--- src/rtl/edge_pkg.sv ---
`timescale 1ns/1ps
package edge_pkg;
  typedef enum logic [1:0] {
    ST_IDLE  = 2'd0,
    ST_RUN   = 2'd1,
    ST_FLUSH = 2'd2
  } edge_state_e;
endpackage

--- src/rtl/edge_linebuf.sv ---
`timescale 1ns/1ps
// Cascaded row delay lines, read-before-write at one shared column address.
module edge_linebuf #(
  parameter int DW    = 8,
  parameter int DEPTH = 16,
  parameter int NROW  = 2,
  localparam int AW   = $clog2(DEPTH)
) (
  input  logic          clk_i,
  input  logic          en_i,
  input  logic [AW-1:0] addr_i,
  input  logic [DW-1:0] pix_i,
  output logic [DW-1:0] tap_o [NROW]
);
  for (genvar r = 0; r < NROW; r++) begin : g_row
    logic [DW-1:0] mem [DEPTH];
    logic [DW-1:0] din;
    if (r == 0) begin : g_first
      assign din = pix_i;
    end else begin : g_next
      assign din = tap_o[r-1];
    end
    assign tap_o[r] = mem[addr_i];
    always_ff @(posedge clk_i) begin
      if (en_i) mem[addr_i] <= din;
    end
  end
endmodule

--- src/rtl/edge_window.sv ---
`timescale 1ns/1ps
// 3x3 window from three column registers, with border replication.
module edge_window #(
  parameter int DW = 8,
  parameter int WW = 5,
  parameter int RW = 5
) (
  input  logic          clk_i,
  input  logic          rst_ni,
  input  logic          en_i,
  input  logic [DW-1:0] col_i [3],
  input  logic [WW-1:0] cen_col_i,
  input  logic [RW-1:0] cen_row_i,
  input  logic [WW-1:0] w_i,
  input  logic [RW-1:0] h_i,
  output logic [DW-1:0] win_o [3][3]
);
  // sr[0] newest (right), sr[1] centre, sr[2] left; element 0 top, 2 bottom
  logic [DW-1:0] sr  [3][3];
  logic [DW-1:0] sel [3][3];
  logic at_l, at_r, at_t, at_b;

  always_ff @(posedge clk_i or negedge rst_ni) begin
    if (!rst_ni) begin
      for (int c = 0; c < 3; c++)
        for (int r = 0; r < 3; r++) sr[c][r] <= '0;
    end else if (en_i) begin
      sr[0] <= col_i;
      sr[1] <= sr[0];
      sr[2] <= sr[1];
    end
  end

  assign at_l = (cen_col_i == '0);
  assign at_r = (cen_col_i == w_i - WW'(1));
  assign at_t = (cen_row_i == '0);
  assign at_b = (cen_row_i == h_i - RW'(1));

  always_comb begin
    sel[0] = at_l ? sr[1] : sr[2];
    sel[1] = sr[1];
    sel[2] = at_r ? sr[1] : sr[0];
    for (int c = 0; c < 3; c++) begin
      win_o[0][c] = at_t ? sel[c][1] : sel[c][0];
      win_o[1][c] = sel[c][1];
      win_o[2][c] = at_b ? sel[c][1] : sel[c][2];
    end
  end
endmodule

--- src/rtl/edge_grad.sv ---
`timescale 1ns/1ps
// One gradient: |(p0 + k*p1 + p2) - (n0 + k*n1 + n2)|, k = 2 or 1.
module edge_grad #(
  parameter int DW = 8,
  localparam int MW = DW + 2
) (
  input  logic [DW-1:0] pos_i [3],
  input  logic [DW-1:0] neg_i [3],
  input  logic          sobel_i,
  output logic [MW-1:0] mag_o
);
  logic [MW-1:0] ps, ns;

  always_comb begin
    ps = {2'b00, pos_i[0]} + {2'b00, pos_i[2]} +
         (sobel_i ? {1'b0, pos_i[1], 1'b0} : {2'b00, pos_i[1]});
    ns = {2'b00, neg_i[0]} + {2'b00, neg_i[2]} +
         (sobel_i ? {1'b0, neg_i[1], 1'b0} : {2'b00, neg_i[1]});
    mag_o = (ps >= ns) ? ps - ns : ns - ps;
  end
endmodule

--- src/rtl/edge_detect.sv ---
`timescale 1ns/1ps
module edge_detect #(
  parameter int DW    = 8,
  parameter int MAX_W = 16,
  parameter int MAX_H = 16,
  localparam int WW   = $clog2(MAX_W + 1),
  localparam int HW   = $clog2(MAX_H + 1),
  localparam int RW   = $clog2(MAX_H + 2),
  localparam int AW   = $clog2(MAX_W),
  localparam int MW   = DW + 2,
  localparam int SW   = DW + 3
) (
  input  logic          clk_i,
  input  logic          rst_ni,
  input  logic [DW-1:0] pix_i,
  input  logic          valid_i,
  input  logic          sync_i,
  output logic          ready_o,
  input  logic [WW-1:0] width_i,
  input  logic [HW-1:0] height_i,
  input  logic          mode_i,
  input  logic [SW-1:0] thresh_i,
  output logic          edge_o,
  output logic          valid_o,
  output logic          sync_o
);
  import edge_pkg::*;

  edge_state_e   state_q;
  logic [WW-1:0] col_q, w_q, w_eff, ccol, cen_col_q;
  logic [RW-1:0] row_q, h_eff, crow, cen_row_q;
  logic [HW-1:0] h_q;
  logic          sobel_q, cen_v_q;
  logic [SW-1:0] thr_q, sum;
  logic          start, step, last_col, last_in, flush_end, cv;

  // ---------------- step control ----------------
  assign start     = (state_q == ST_IDLE) && valid_i && sync_i;
  assign step      = start || ((state_q == ST_RUN) && valid_i) || (state_q == ST_FLUSH);
  assign ready_o   = (state_q != ST_FLUSH);
  assign w_eff     = start ? width_i : w_q;
  assign h_eff     = RW'(start ? height_i : h_q);
  assign last_col  = (col_q == w_eff - WW'(1));
  assign last_in   = last_col && (row_q == h_eff - RW'(1));
  assign flush_end = (state_q == ST_FLUSH) && (col_q == '0) && (row_q == RW'(h_q) + RW'(1));

  always_ff @(posedge clk_i or negedge rst_ni) begin
    if (!rst_ni) begin
      state_q <= ST_IDLE;
      col_q   <= '0;
      row_q   <= '0;
      w_q     <= WW'(1);
      h_q     <= HW'(1);
      sobel_q <= 1'b1;
      thr_q   <= '0;
    end else begin
      if (start) begin
        w_q     <= width_i;
        h_q     <= height_i;
        sobel_q <= ~mode_i;
        thr_q   <= thresh_i;
      end
      if (step) begin
        if (flush_end) begin
          state_q <= ST_IDLE;
          col_q   <= '0;
          row_q   <= '0;
        end else begin
          if (last_col) begin
            col_q <= '0;
            row_q <= row_q + RW'(1);
          end else begin
            col_q <= col_q + WW'(1);
          end
          if (state_q != ST_FLUSH && last_in) state_q <= ST_FLUSH;
          else if (start)                     state_q <= ST_RUN;
        end
      end
    end
  end

  // centre of the window lags the incoming position by W+1 steps
  assign cv   = (row_q >= RW'(2)) || ((row_q == RW'(1)) && (col_q != '0));
  assign ccol = (col_q == '0) ? w_eff - WW'(1) : col_q - WW'(1);
  assign crow = (col_q == '0) ? row_q - RW'(2) : row_q - RW'(1);

  always_ff @(posedge clk_i or negedge rst_ni) begin
    if (!rst_ni) begin
      cen_v_q   <= 1'b0;
      cen_col_q <= '0;
      cen_row_q <= '0;
    end else begin
      cen_v_q <= step && cv;
      if (step) begin
        cen_col_q <= ccol;
        cen_row_q <= crow;
      end
    end
  end

  // ---------------- datapath ----------------
  logic [DW-1:0] tap [2];
  logic [DW-1:0] colv [3];
  logic [DW-1:0] win [3][3];

  edge_linebuf #(.DW(DW), .DEPTH(MAX_W), .NROW(2)) u_lbuf (
    .clk_i  (clk_i),
    .en_i   (step),
    .addr_i (col_q[AW-1:0]),
    .pix_i  (pix_i),
    .tap_o  (tap)
  );

  assign colv[0] = tap[1];
  assign colv[1] = tap[0];
  assign colv[2] = pix_i;

  edge_window #(.DW(DW), .WW(WW), .RW(RW)) u_win (
    .clk_i     (clk_i),
    .rst_ni    (rst_ni),
    .en_i      (step),
    .col_i     (colv),
    .cen_col_i (cen_col_q),
    .cen_row_i (cen_row_q),
    .w_i       (w_q),
    .h_i       (RW'(h_q)),
    .win_o     (win)
  );

  logic [DW-1:0] gp [2][3];
  logic [DW-1:0] gn [2][3];
  logic [MW-1:0] mag [2];

  // d = 0: vertical (rows), d = 1: horizontal (columns)
  for (genvar d = 0; d < 2; d++) begin : g_dir
    for (genvar k = 0; k < 3; k++) begin : g_tap
      if (d == 0) begin : g_v
        assign gp[d][k] = win[2][k];
        assign gn[d][k] = win[0][k];
      end else begin : g_h
        assign gp[d][k] = win[k][2];
        assign gn[d][k] = win[k][0];
      end
    end
    edge_grad #(.DW(DW)) u_grad (
      .pos_i   (gp[d]),
      .neg_i   (gn[d]),
      .sobel_i (sobel_q),
      .mag_o   (mag[d])
    );
  end

  assign sum = {1'b0, mag[0]} + {1'b0, mag[1]};

  always_ff @(posedge clk_i or negedge rst_ni) begin
    if (!rst_ni) begin
      valid_o <= 1'b0;
      edge_o  <= 1'b0;
      sync_o  <= 1'b0;
    end else begin
      valid_o <= cen_v_q;
      edge_o  <= cen_v_q && (sum > thr_q);
      sync_o  <= cen_v_q && (cen_col_q == '0) && (cen_row_q == '0);
    end
  end

  // ---------------- assertions ----------------
  AST_SYNC_WITH_VALID: assert property (@(posedge clk_i) disable iff (!rst_ni)
    sync_o |-> valid_o);
  AST_NO_OVERFLOW: assert property (@(posedge clk_i) disable iff (!rst_ni)
    (sum >= SW'(mag[0])) && (sum >= SW'(mag[1])));
  AST_SETTINGS_HELD: assert property (@(posedge clk_i) disable iff (!rst_ni)
    (state_q != ST_IDLE) |=> ($stable(sobel_q) && $stable(thr_q) && $stable(w_q) && $stable(h_q)));
  AST_FLUSH_AFTER_INPUT: assert property (@(posedge clk_i) disable iff (!rst_ni)
    $fell(ready_o) |-> $past(valid_i));
  AST_CENTER_IN_FRAME: assert property (@(posedge clk_i) disable iff (!rst_ni)
    cen_v_q |-> ((cen_col_q < w_q) && (cen_row_q < RW'(h_q))));
endmodule

--- config.mk ---
export PLATFORM = sky130hd
export DESIGN_NAME = edge_detect
export DESIGN_NICKNAME = d
export VERILOG_FILES = /design/src/rtl/edge_pkg.sv /design/src/rtl/edge_linebuf.sv /design/src/rtl/edge_window.sv /design/src/rtl/edge_grad.sv /design/src/rtl/edge_detect.sv
export SDC_FILE = /design/constraint.sdc
export NUM_CORES = 1
export LEC_CHECK = 0
export ABC_AREA = 1
export ABC_CLOCK_PERIOD_IN_PS = 15900
export BUFFER_PORTS_ARGS = -buffer_cell sky130_fd_sc_hd__buf_2
export CAP_MARGIN = 40
export CORE_AREA = 8 8 394 242
export CTS_CLUSTER_DIAMETER = 50
export CTS_CLUSTER_SIZE = 10
export DETAILED_ROUTE_END_ITERATION = 10
export DIE_AREA = 0 0 402 250
export PLACE_DENSITY = 0.5
export SYNTH_ARGS = -nofsm -noshare
export SYNTH_HDL_FRONTEND = slang
export SYNTH_SLANG_ARGS = --single-unit
--- constraint.sdc ---
create_clock -name clk_i -period 15.9 [get_ports clk_i]
set_clock_uncertainty 0.05 [all_clocks]
set_input_delay 0.795 -clock clk_i [delete_from_list [all_inputs] [get_ports clk_i]]
set_output_delay 0.795 -clock clk_i [all_outputs]
set_load 0.01 [all_outputs]
# --- After elaboration in Yosys (flattened, before gate mapping) ---
# Memories as Yosys holds them, arrays and structs flattened. A register that Yosys moved wholly into a read port is not among the register bits.
# Cells that the tools add are included.
word_totals:
  n_memories: 2
  ff_bits: 112
  mem_bits_rw: 256
  out_inout_bits: 4
mem_list:
  columns: ["memory", "words", "width", "read_ports", "rd_clocked_by_memory_dff", "wr", "line", "text"]
  rows:
  - ["u_lbuf.g_row[0].mem", 16, 8, 1, 0, 1, "edge_linebuf.sv:16", "logic [DW-1:0] mem [DEPTH];"]
  - ["u_lbuf.g_row[1].mem", 16, 8, 1, 1, 1, "edge_linebuf.sv:16", null]
op_classes:
  n_bitwise: 1
  eq_ne: 9
  n_reduce_logical: 25
  order_cmp: 4
  addsub: 23
  muxes: 27
op_table:
  columns: ["operator", "n"]
  rows:
  - ["$mux 24", 2]
  - ["$mux 8", 6]
  - ["$add 10x10->10", 4]
  - ["$mux 5", 8]
  - ["$sub 10x10->10", 4]
  - ["$add 8x8->9", 4]
  - ["$mux 9", 4]
  - ["$sub 5x1->5 const B", 6]
  - ["$eq 5x5->1", 5]
  - ["$ge 10x10->1", 2]
  - ["$mux 10", 2]
  - ["$add 5x1->5 const B", 3]
  - ["$logic_not 5->1", 3]
  - ["$logic_and 1x1->1", 12]
  - ["$add 10x10->11", 1]
  - ["$gt 11x11->1", 1]
  - ["$mux 2", 3]
  - ["$eq 5x1->1 const B", 1]
  - ["$ge 5x2->1 const B", 1]
  - ["$reduce_bool 5->1", 1]
  - ["$sub 5x2->5 const B", 1]
  - ["$reduce_and 2->1", 2]
  - ["$logic_or 1x1->1", 3]
  - ["$reduce_bool 3->1", 1]
  - ["other kinds (8)", 9]

# --- Logic depth before layout (Yosys ltp) ---
# Gate-level depths: netlist (run 1).
depth:
  depth_word: 11
  depth_mapped: 59
  depth_no_buf: 56

# --- Modules after synthesis ---
# Synthesis (run 1) repeated with hierarchy kept, for this count alone.
unflattened:
  hier_cells: 2892
  hier_area_um2: 23423.7
by_module_without_submodules:
  columns: ["mod", "instances", "cells_per_inst", "area_per_inst_um2"]
  rows:
  - ["edge_linebuf", 1, 1054, 10831.6]
  - ["edge_window", 1, 633, 4471.8]
  - ["edge_detect", 1, 444, 3480.8]
  - ["edge_grad at g_dir[0].u_grad", 1, 381, 2327.2]
  - ["edge_grad at g_dir[1].u_grad", 1, 380, 2312.2]

# --- Worst setup path after synthesis (run 1) ---
# Ideal clock, no wire load.
synth_path:
  kind: "reg2reg"
  startpoint: "register h_q[0]"
  endpoint: "register edge_o"
  path_buffers: 3
  synth_period_minus_slack_ns: 8.033
  path_stages_with_launch: 49
  t_arrival_ns: 7.869
  setup_time_ns: 0.114
  slack_ns: 7.867
  required_time_ns: 15.736
  cell_sequence: "dfstp_2 > inv_1 > ha_1 > xnor2_1 > nor2_1 > nand3_1 > nor2_4 > buf_2 > buf_2 > a21oi_1 > o21ai_0 > o21ai_0 > ha_1 > fa_1 > xor2_1 > ha_1 > a21oi_1 > nand2_1 > (+13 left out) > mux2_2 > fa_1 > a21oi_1 > o21bai_1 > a21oi_1 > o21ai_0 > nand2_1 > nand2_1 > nand2_1 > nand2_1 > a21oi_1 > o21bai_1 > ha_1 > nand2_1 > nor4_1 > nand4_1 > nand3_1 > inv_1"
synth_between:
  elab_chain_len: 10
  word_cells_on_any_way: 23
synth_lines:
  columns: ["item", "line", "text"]
  rows:
  - ["start, declared", "edge_detect.sv:32", "logic [HW-1:0] h_q;"]
  - ["start signal, assigned", "edge_detect.sv:59", "h_q <= height_i;"]
  - ["$sub 5x1->5 (*)", "edge_window.sv:37", "assign at_b = (cen_row_i == h_i - RW'(1));"]
  - ["$eq 5x5->1 (*)", "edge_window.sv:37", null]
  - ["$mux 8", "edge_window.sv:46", "win_o[2][c] = at_b ? sel[c][1] : sel[c][2];"]
  - ["$add 8x8->9 (tied with other cells)", "edge_grad.sv:15", "ps = {2'b00, pos_i[0]} + {2'b00, pos_i[2]} +"]
  - ["$add 10x10->10 (on tied branches)", "edge_grad.sv:15, edge_grad.sv:17", null]
  - ["$sub 10x10->10 or $ge 10x10->1 (tied branches)", "edge_grad.sv:19", "mag_o = (ps >= ns) ? ps - ns : ns - ps;"]
  - ["$mux 10", "edge_grad.sv:19", null]
  - ["$add 10x10->11 (*)", "edge_detect.sv:153", "assign sum = {1'b0, mag[0]} + {1'b0, mag[1]};"]
  - ["$gt 11x11->1 (*)", "edge_detect.sv:162", "edge_o <= cen_v_q && (sum > thr_q);"]
  - ["$logic_and 1x1->1 (*)", "edge_detect.sv:162", null]
  - ["end signal, assigned", "edge_detect.sv:162", null]
  - ["end, declared", "edge_detect.sv:23", "output logic edge_o,"]
# Every way passes the cells marked *; elsewhere a longest branch is shown, timed or not.
# A chain may end at the register's enable or synchronous reset.

# --- Final worst setup path (run 1) ---
layout_path:
  startpoint: "register w_q[0]"
  endpoint: "register edge_o"
layout_between:
  elab_chain_len: 11
  word_cells_on_any_way: 23
layout_lines:
  columns: ["item", "line", "text"]
  rows:
  - ["start, declared", "edge_detect.sv:30", "logic [WW-1:0] col_q, w_q, w_eff, ccol, cen_col_q;"]
  - ["start signal, assigned", "edge_detect.sv:58", "w_q <= width_i;"]
  - ["$sub 5x1->5 (*)", "edge_window.sv:35", "assign at_r = (cen_col_i == w_i - WW'(1));"]
  - ["$eq 5x5->1 (*)", "edge_window.sv:35", null]
  - ["$mux 24 (*)", "edge_window.sv:42", "sel[2] = at_r ? sr[1] : sr[0];"]
  - ["$mux 8 (on tied branches)", "edge_window.sv:44, edge_window.sv:46", null]
  - ["$add 8x8->9 (on tied branches)", "edge_grad.sv:17, edge_grad.sv:15", null]
  - ["$add 10x10->10 (on tied branches)", "edge_grad.sv:17, edge_grad.sv:15", null]
  - ["$sub 10x10->10 or $ge 10x10->1 (tied branches)", "edge_grad.sv:19", null]
  - ["$mux 10", "edge_grad.sv:19", null]
  - ["$add 10x10->11 (*)", "edge_detect.sv:153", null]
  - ["$gt 11x11->1 (*)", "edge_detect.sv:162", null]
  - ["$logic_and 1x1->1 (*)", "edge_detect.sv:162", null]
# Marks and branches as above.

==> flow_metrics.tcl, run 1 <==
set metrics [dict create \
    grt.overflow.total 0 \
    synthArstFlopShare 0.319 \
    final_area_mm2 0.0253 \
    synth_seq_cells 376 \
    synth_edf_count 256 \
    worst-path-buf-inv 6 \
    initial_core_util 0.249 \
    hold_viol 0 \
    synth.avg_cell_area_um2 8.86 \
    place_hpwl_um 45500 \
    ys_types 53 \
    synth_nets 2696 \
    viasPerCell 4.66 \
    yosysWarnings 0 \
    fin_nets 2714 \
    critPathCaptureType "flop" \
    worst_path_max_delay_cell "o21ai_0" \
    worstSetupStartpointType "flop" \
    first_global_vias 16400 \
    place_area_mm2 0.0238 \
    grt_usage 0.129 \
    place.gp.congestion 0.888 \
    fmax_mhz 101 \
    cts_buffers 47 \
    synthFlopType "edfxtp_1" \
    drt_first_pass_iters 7 \
    path_max_fanout 39 \
    setup_viol_count_final 0 \
    fin_crit_sh 0.620 \
    cts_resized 0 \
    cp_common_cell "nand2_1" \
    maxCapViolCount 0 \
    worstPathRequired_ns 16.32 \
    htreeDepth 2 \
    io_pins 38 \
    num_rows 85 \
    chipWidth_um 402 \
    wl_per_cell_um 17.7 \
    cts_root_buf "clkbuf_16" \
    antenna_found_initial 1 \
    coreArea_mm2 0.0891 \
    slew_viol_final 0 \
    tightest_slew_ns 0.876 \
    die_y_um 250 \
    min_path_type "primary input to asynchronous set/reset pin" \
    cpPeakStageDelay_ns 0.62 \
    rsz0062_at_grt "no" \
    dieArea_mm2 0.101 \
    synth-seq-area-share 0.481 \
    cts_num_sinks 376 \
    grt_pass1_wl_um 102000 \
    clk_pin_slew_worst_paths_ns 0.06 \
    crit_arrival_ns 10.28 \
    crit_type "flop to flop" \
    io_buffers 37 \
    drive_above_1_share 0.0862 \
    max-slew-margin-rel 0.410 \
    drc 0 \
    cts_tree "yes" \
    grt_start_max_net_pins 87 \
    diodes 0 \
    ctsHoldBuffers 0 \
    clockBufferDepth 3 \
    drtIter0Drc 1655 \
    area_delta_synth_final_pct 13.8 \
    clk_latency_ns 0.60 \
    cp_top_family "simple AND/OR/NAND/NOR gates" \
    mappedNetlistArea_mm2 0.0222 \
    tns_ns 0 \
    antenna_left 0 \
    status "complete, no violations" \
    vias 17400 \
    period_needed_ns 9.86 \
    fin_hold_ws_ns 0.158 \
    syn_inst 2509 \
    finalWirelength_um 66300 \
    cts_setup_buffers 0 \
]
## path summary, 6_finish.rpt
path,from,end,slack [ns],cells after the start
setup / recovery,w_q[0],edge_o,6.04,52
hold / removal,rst_ni,cen_col_q[0],0.16,1
setup reg to reg,w_q[0],edge_o,6.04,52
hold reg to reg,u_win.sr[63],u_win.win_o[39],0.43,2
max in group asynchronous,rst_ni,u_win.sr[15],14.37,2
min in group clk_i,thresh_i[5],thr_q[5],0.38,3
## per-layer routing
metal  global-route usage  up-vias  part of all wire
met1                0.216     8332              0.55
li1                     -     8503                 -
met4               0.0206        0             0.010
met5                    0        -                 0
met3               0.0280       53             0.082
met2                0.161      530              0.35
## Yosys cell counts (14+ instances only)
| master | count | area [um2] |
|---|---|---|
| nand4_1 | 16 | 100 |
| nor2_1 | 208 | 781 |
| nand2_1 | 502 | 1880 |
| clkbuf_1 | 81 | 304 |
| a21oi_1 | 105 | 526 |
| inv_2 | 14 | 52.6 |
| ha_1 | 142 | 1780 |
| inv_1 | 280 | 1050 |
| o21ai_0 | 325 | 1630 |
| nand3_1 | 100 | 500 |
| xor2_1 | 81 | 709 |
| xnor2_1 | 25 | 219 |
| edfxtp_1 | 256 | 7690 |
| dfrtp_1 | 117 | 2930 |
| o22ai_1 | 66 | 413 |
| o21ai_1 | 18 | 90.1 |
| o21bai_1 | 21 | 158 |
## placed cells by master (no fill, tap or decap), types with 18 or more instances in the layout
master and n:
buf_4 32, o21ai_1 18, o21ai_0 325, inv_1 278
a21oi_1 105, clkbuf_1 26, nand2_1 501, xor2_1 81
edfxtp_1 256, o21bai_1 21, clkbuf_16 48, dfrtp_1 115
o22ai_1 66, nor2_2 22, buf_2 38, nor2_1 193
ha_1 142, xnor2_1 25, nand3_1 100
## registers in the layout, indices dropped and copies added (netlist names), 2 cells and up
signal,flops
u_win.sel,16
col_q,5
cen_row_q,5
thr_q,11
row_q,5
h_q,5
w_q,5
u_win.sr,48
cen_col_q,5
state_q,2
u_win.win_o,8
u_lbuf.g_row.mem,256
## cell type report
cell class | count | area, um2
Clock buffer | 76 | 1330
Clock inverter | 11 | 130
Fill cell | 9443 | 63800
Inverter | 296 | 1110
Multi-Input combinational cell | 1732 | 10000
Sequential cell | 376 | 10700
Tap cell | 1174 | 1470
Timing Repair Buffer | 74 | 500
## per-stage QoR
step / worst slack [ns] / utilization / std cells
after floorplan: 7.87 / - / 2509
after global placement: 6.37 / 0.267 / 3646
after detailed placement: 6.15 / 0.267 / 3651
after global routing: 4.91 / 0.284 / 3739
final: 6.04 / 0.284 / 3739
after CTS: 6.13 / 0.284 / 3738
## logic make-up (layout without fill, tap and decap cells)
group,after synthesis,in the layout,share of synthesized area
xor+xnor,109,109,0.0440
simple gates,866,866,0.160
mux,14,14,0.00676
compound gates,590,590,0.148
buf+inv,401,457,0.0700
fa+ha+maj,153,153,0.0899
flops,376,376,0.481
Power of run 1 is not shown: default switching activity piles up to over one toggle a cycle in this logic, so the estimate is an artifact.
==> inputs of run 2 (changes only) <==
--- a/config.mk
+++ b/config.mk
@@ -5,16 +5,16 @@
 export SDC_FILE = /design/constraint.sdc
 export NUM_CORES = 1
 export LEC_CHECK = 0
-export ABC_AREA = 1
-export ABC_CLOCK_PERIOD_IN_PS = 15900
+export ABC_AREA = 0
+export ABC_CLOCK_PERIOD_IN_PS = 8700
 export BUFFER_PORTS_ARGS = -buffer_cell sky130_fd_sc_hd__buf_2
 export CAP_MARGIN = 40
-export CORE_AREA = 8 8 394 242
+export CORE_AREA = 8 8 386 237
 export CTS_CLUSTER_DIAMETER = 50
 export CTS_CLUSTER_SIZE = 10
 export DETAILED_ROUTE_END_ITERATION = 10
-export DIE_AREA = 0 0 402 250
-export PLACE_DENSITY = 0.5
+export DIE_AREA = 0 0 394 245
+export PLACE_DENSITY = 0.51
 export SYNTH_ARGS = -nofsm -noshare
 export SYNTH_HDL_FRONTEND = slang
 export SYNTH_SLANG_ARGS = --single-unit
==> constraint.sdc (replaced) <==
create_clock -name clk_i -period 8.7 [get_ports clk_i]
set_clock_uncertainty 0.05 [all_clocks]
set_input_delay 0.435 -clock clk_i [delete_from_list [all_inputs] [get_ports clk_i]]
set_output_delay 0.435 -clock clk_i [all_outputs]
set_load 0.01 [all_outputs]
==> run 2 against run 1 <==
Global-route usage fell by 1.7 points. Critical path depth fell by 12. First-iteration DRC count fell by 34%.
==> flow_metrics.tcl, run 2 <==
set metrics [dict create \
    area_delta_synth_final_pct 19.8 \
    rr_endpoint "edge_o" \
    htreeDepth 2 \
    cp_common_cell "o21a_1" \
    cts_root_buf "clkbuf_16" \
    diodes 0 \
    maxCapViolCount 0 \
    fin_hold_ws_ns 0.0643 \
    dieArea_mm2 0.0965 \
    synth_seq_cells 376 \
    grt_pass1_wl_um 84800 \
    grt_start_max_net_pins 82 \
    io_pins 38 \
    grt_usage 0.111 \
    die_y_um 245 \
    crit_end "edge_o" \
    synth_nets 1912 \
    max-slew-margin-rel 0.421 \
    syn_inst 1725 \
    synth_area_leaders "edfxtp_1, dfrtp_1, mux4_2" \
    clockBufferDepth 3 \
    crit_type "flop to flop" \
    slew_viol_final 0 \
    synth.avg_cell_area_um2 12.3 \
    wl_per_cell_um 18.0 \
    regArea_mm2 0.0107 \
    path_max_fanout 5 \
    n_fill_cell 8690 \
    crit_arrival_ns 8.74 \
    rr_startpoint "w_q[0]" \
    synth_area_leader_cell "edfxtp_1" \
    coreArea_mm2 0.0863 \
    fin_util 0.295 \
    first_global_vias 13900 \
    synth_edf_count 256 \
    clk_pin_slew_worst_paths_ns 0.06 \
    min_path_type "primary input to flop" \
    yosysTopAreaCellShare 0.362 \
    synth-seq-area-share 0.503 \
    drc 0 \
    final_cell_mix "nand2_1, edfxtp_1, ha_1, dfrtp_1, inv_1" \
    fin_crit_sh 0.956 \
    cpPeakStageDelay_ns 0.53 \
    synthFlopType "edfxtp_1" \
    drt_first_pass_iters 7 \
    antenna_found_initial 0 \
    cts_buffers 45 \
    synthArstFlopShare 0.319 \
    drive_above_1_share 0.225 \
    place_hpwl_um 38100 \
    regMostFlops "u_lbuf.g_row.mem" \
    cts_num_sinks 376 \
    num_rows 84 \
    vias 13800 \
    place_area_mm2 0.0233 \
    worstSetupStartpointType "flop" \
    cts_tree "yes" \
    status "complete, no violations" \
    fmax_mhz 120 \
    multi_input_area_mm2 0.0103 \
    worstPathRequired_ns 9.12 \
    r2r_cells 40 \
    setup_viol_count_final 0 \
    largest_reg_flops 256 \
    yosysMostFrequentCell "nand2_1" \
    final_area_mm2 0.0255 \
    clk_latency_ns 0.60 \
    layout_commonest_cell "nand2_1" \
    synth_commonest_cells "nand2_1, edfxtp_1, ha_1, dfrtp_1, inv_1" \
    tightest_slew_ns 0.868 \
    tns_ns 0 \
    antenna_left 0 \
    worst_path_max_delay_cell "dfstp_2" \
    drtIter0Drc 1100 \
    chipWidth_um 394 \
    hold_viol 0 \
    period_needed_ns 8.32 \
    viasPerCell 4.51 \
    initial_core_util 0.246 \
    reg2reg_slack_ns 0.38 \
    critPathCaptureType "flop" \
    fin_nets 2050 \
    yosysWarnings 0 \
    io_buffers 37 \
    critPathLaunch "w_q[0]" \
    grt.overflow.total 0 \
    mappedNetlistArea_mm2 0.0212 \
    ys_types 65 \
    place.gp.congestion 0.870 \
    finalWirelength_um 55000 \
]
## run 2: changes by cell type after synthesis, moves of 77 or more
cell     previous run  this run
inv_1             280       109
o21ai_0           325        39
mux2i_1             6        83
nor2_1            208        76
nand3_1           100         6
nand2_1           502       259
mux4_2              0        83
## run 2: metal layers
metal / GRT usage / vias to the layer above / wire length, um
met5: 0 / - / 0
met3: 0.0213 / 47 / 3000
met2: 0.158 / 291 / 22400
met1: 0.174 / 6964 / 28800
li1: - / 6491 / -
met4: 0.0225 / 0 / 696
## run 2: area by class of cell
cell class	instances	share of cell area
flip-flops and latches	376	0.420
multi-input cells	1169	0.405
well taps	1161	0.0571
clock buffers	73	0.0496
repair buffers	162	0.0480
inverters	109	0.0161
clock inverters	7	0.00438
## run 2: stage by stage
stage                     setup WS, ns  std cells
after CTS                       0.0626       3036
after global placement          -0.334       2940
after detailed placement        -0.319       2941
after global routing           -0.0243       3057
final                            0.382       3057
after floorplan                 0.0333       1725
## run 2: logic make-up (layout without fill, tap and decap cells)
kind of cell,Yosys count,after routing,share of synthesized area
AOI/OAI and AO/OA,266,266,0.0801
DFF,376,376,0.503
xor gates and xnor gates,127,127,0.0536
buffers and inverters,180,351,0.0344
muxes,204,204,0.150
adders and majority gates,153,153,0.0940
and+or+nand+nor,419,419,0.0848
## run 2: critical path, delay by kind of cell, from the launching register on
family / cells / cell delay, ns
compound gates: 20 / 3.06
mux: 1 / 0.20
flops: 1 / 0.53
buf+inv: 7 / 1.03
fa+ha+maj: 7 / 2.39
simple gates: 1 / 0.31
xor+xnor: 4 / 0.63
## run 2: how the worst min path moves through the flow
| stage | start | endpoint | slack (ns) | cells past startpoint |
|---|---|---|---|---|
| 3_5_place_dp | u_win.sr[18] | u_win.sr[18] | 0.40 | 2 |
| 3_3_place_gp | u_win.sr[23] | u_win.sr[23] | 0.40 | 2 |
| 2_1_floorplan | rst_ni | cen_col_q[0] | 0.09 | 0 |
| 6_report | height_i[4] | h_q[4] | 0.06 | 2 |
| 5_1_grt | height_i[4] | h_q[4] | 0.04 | 2 |
| 4_1_cts | height_i[4] | h_q[4] | 0.03 | 2 |
## run 2: repair_timing
action | in CTS | in global routing
endpoints found under the hold margin | 58 | 0
setup endpoints to repair | 1 | 1
gates resized for setup | 4 | 87
hold buffers | 12 | 0
setup buffers | 3 | 21
pin swaps | 1 | 32
Power of run 2 is left out for the same reason.
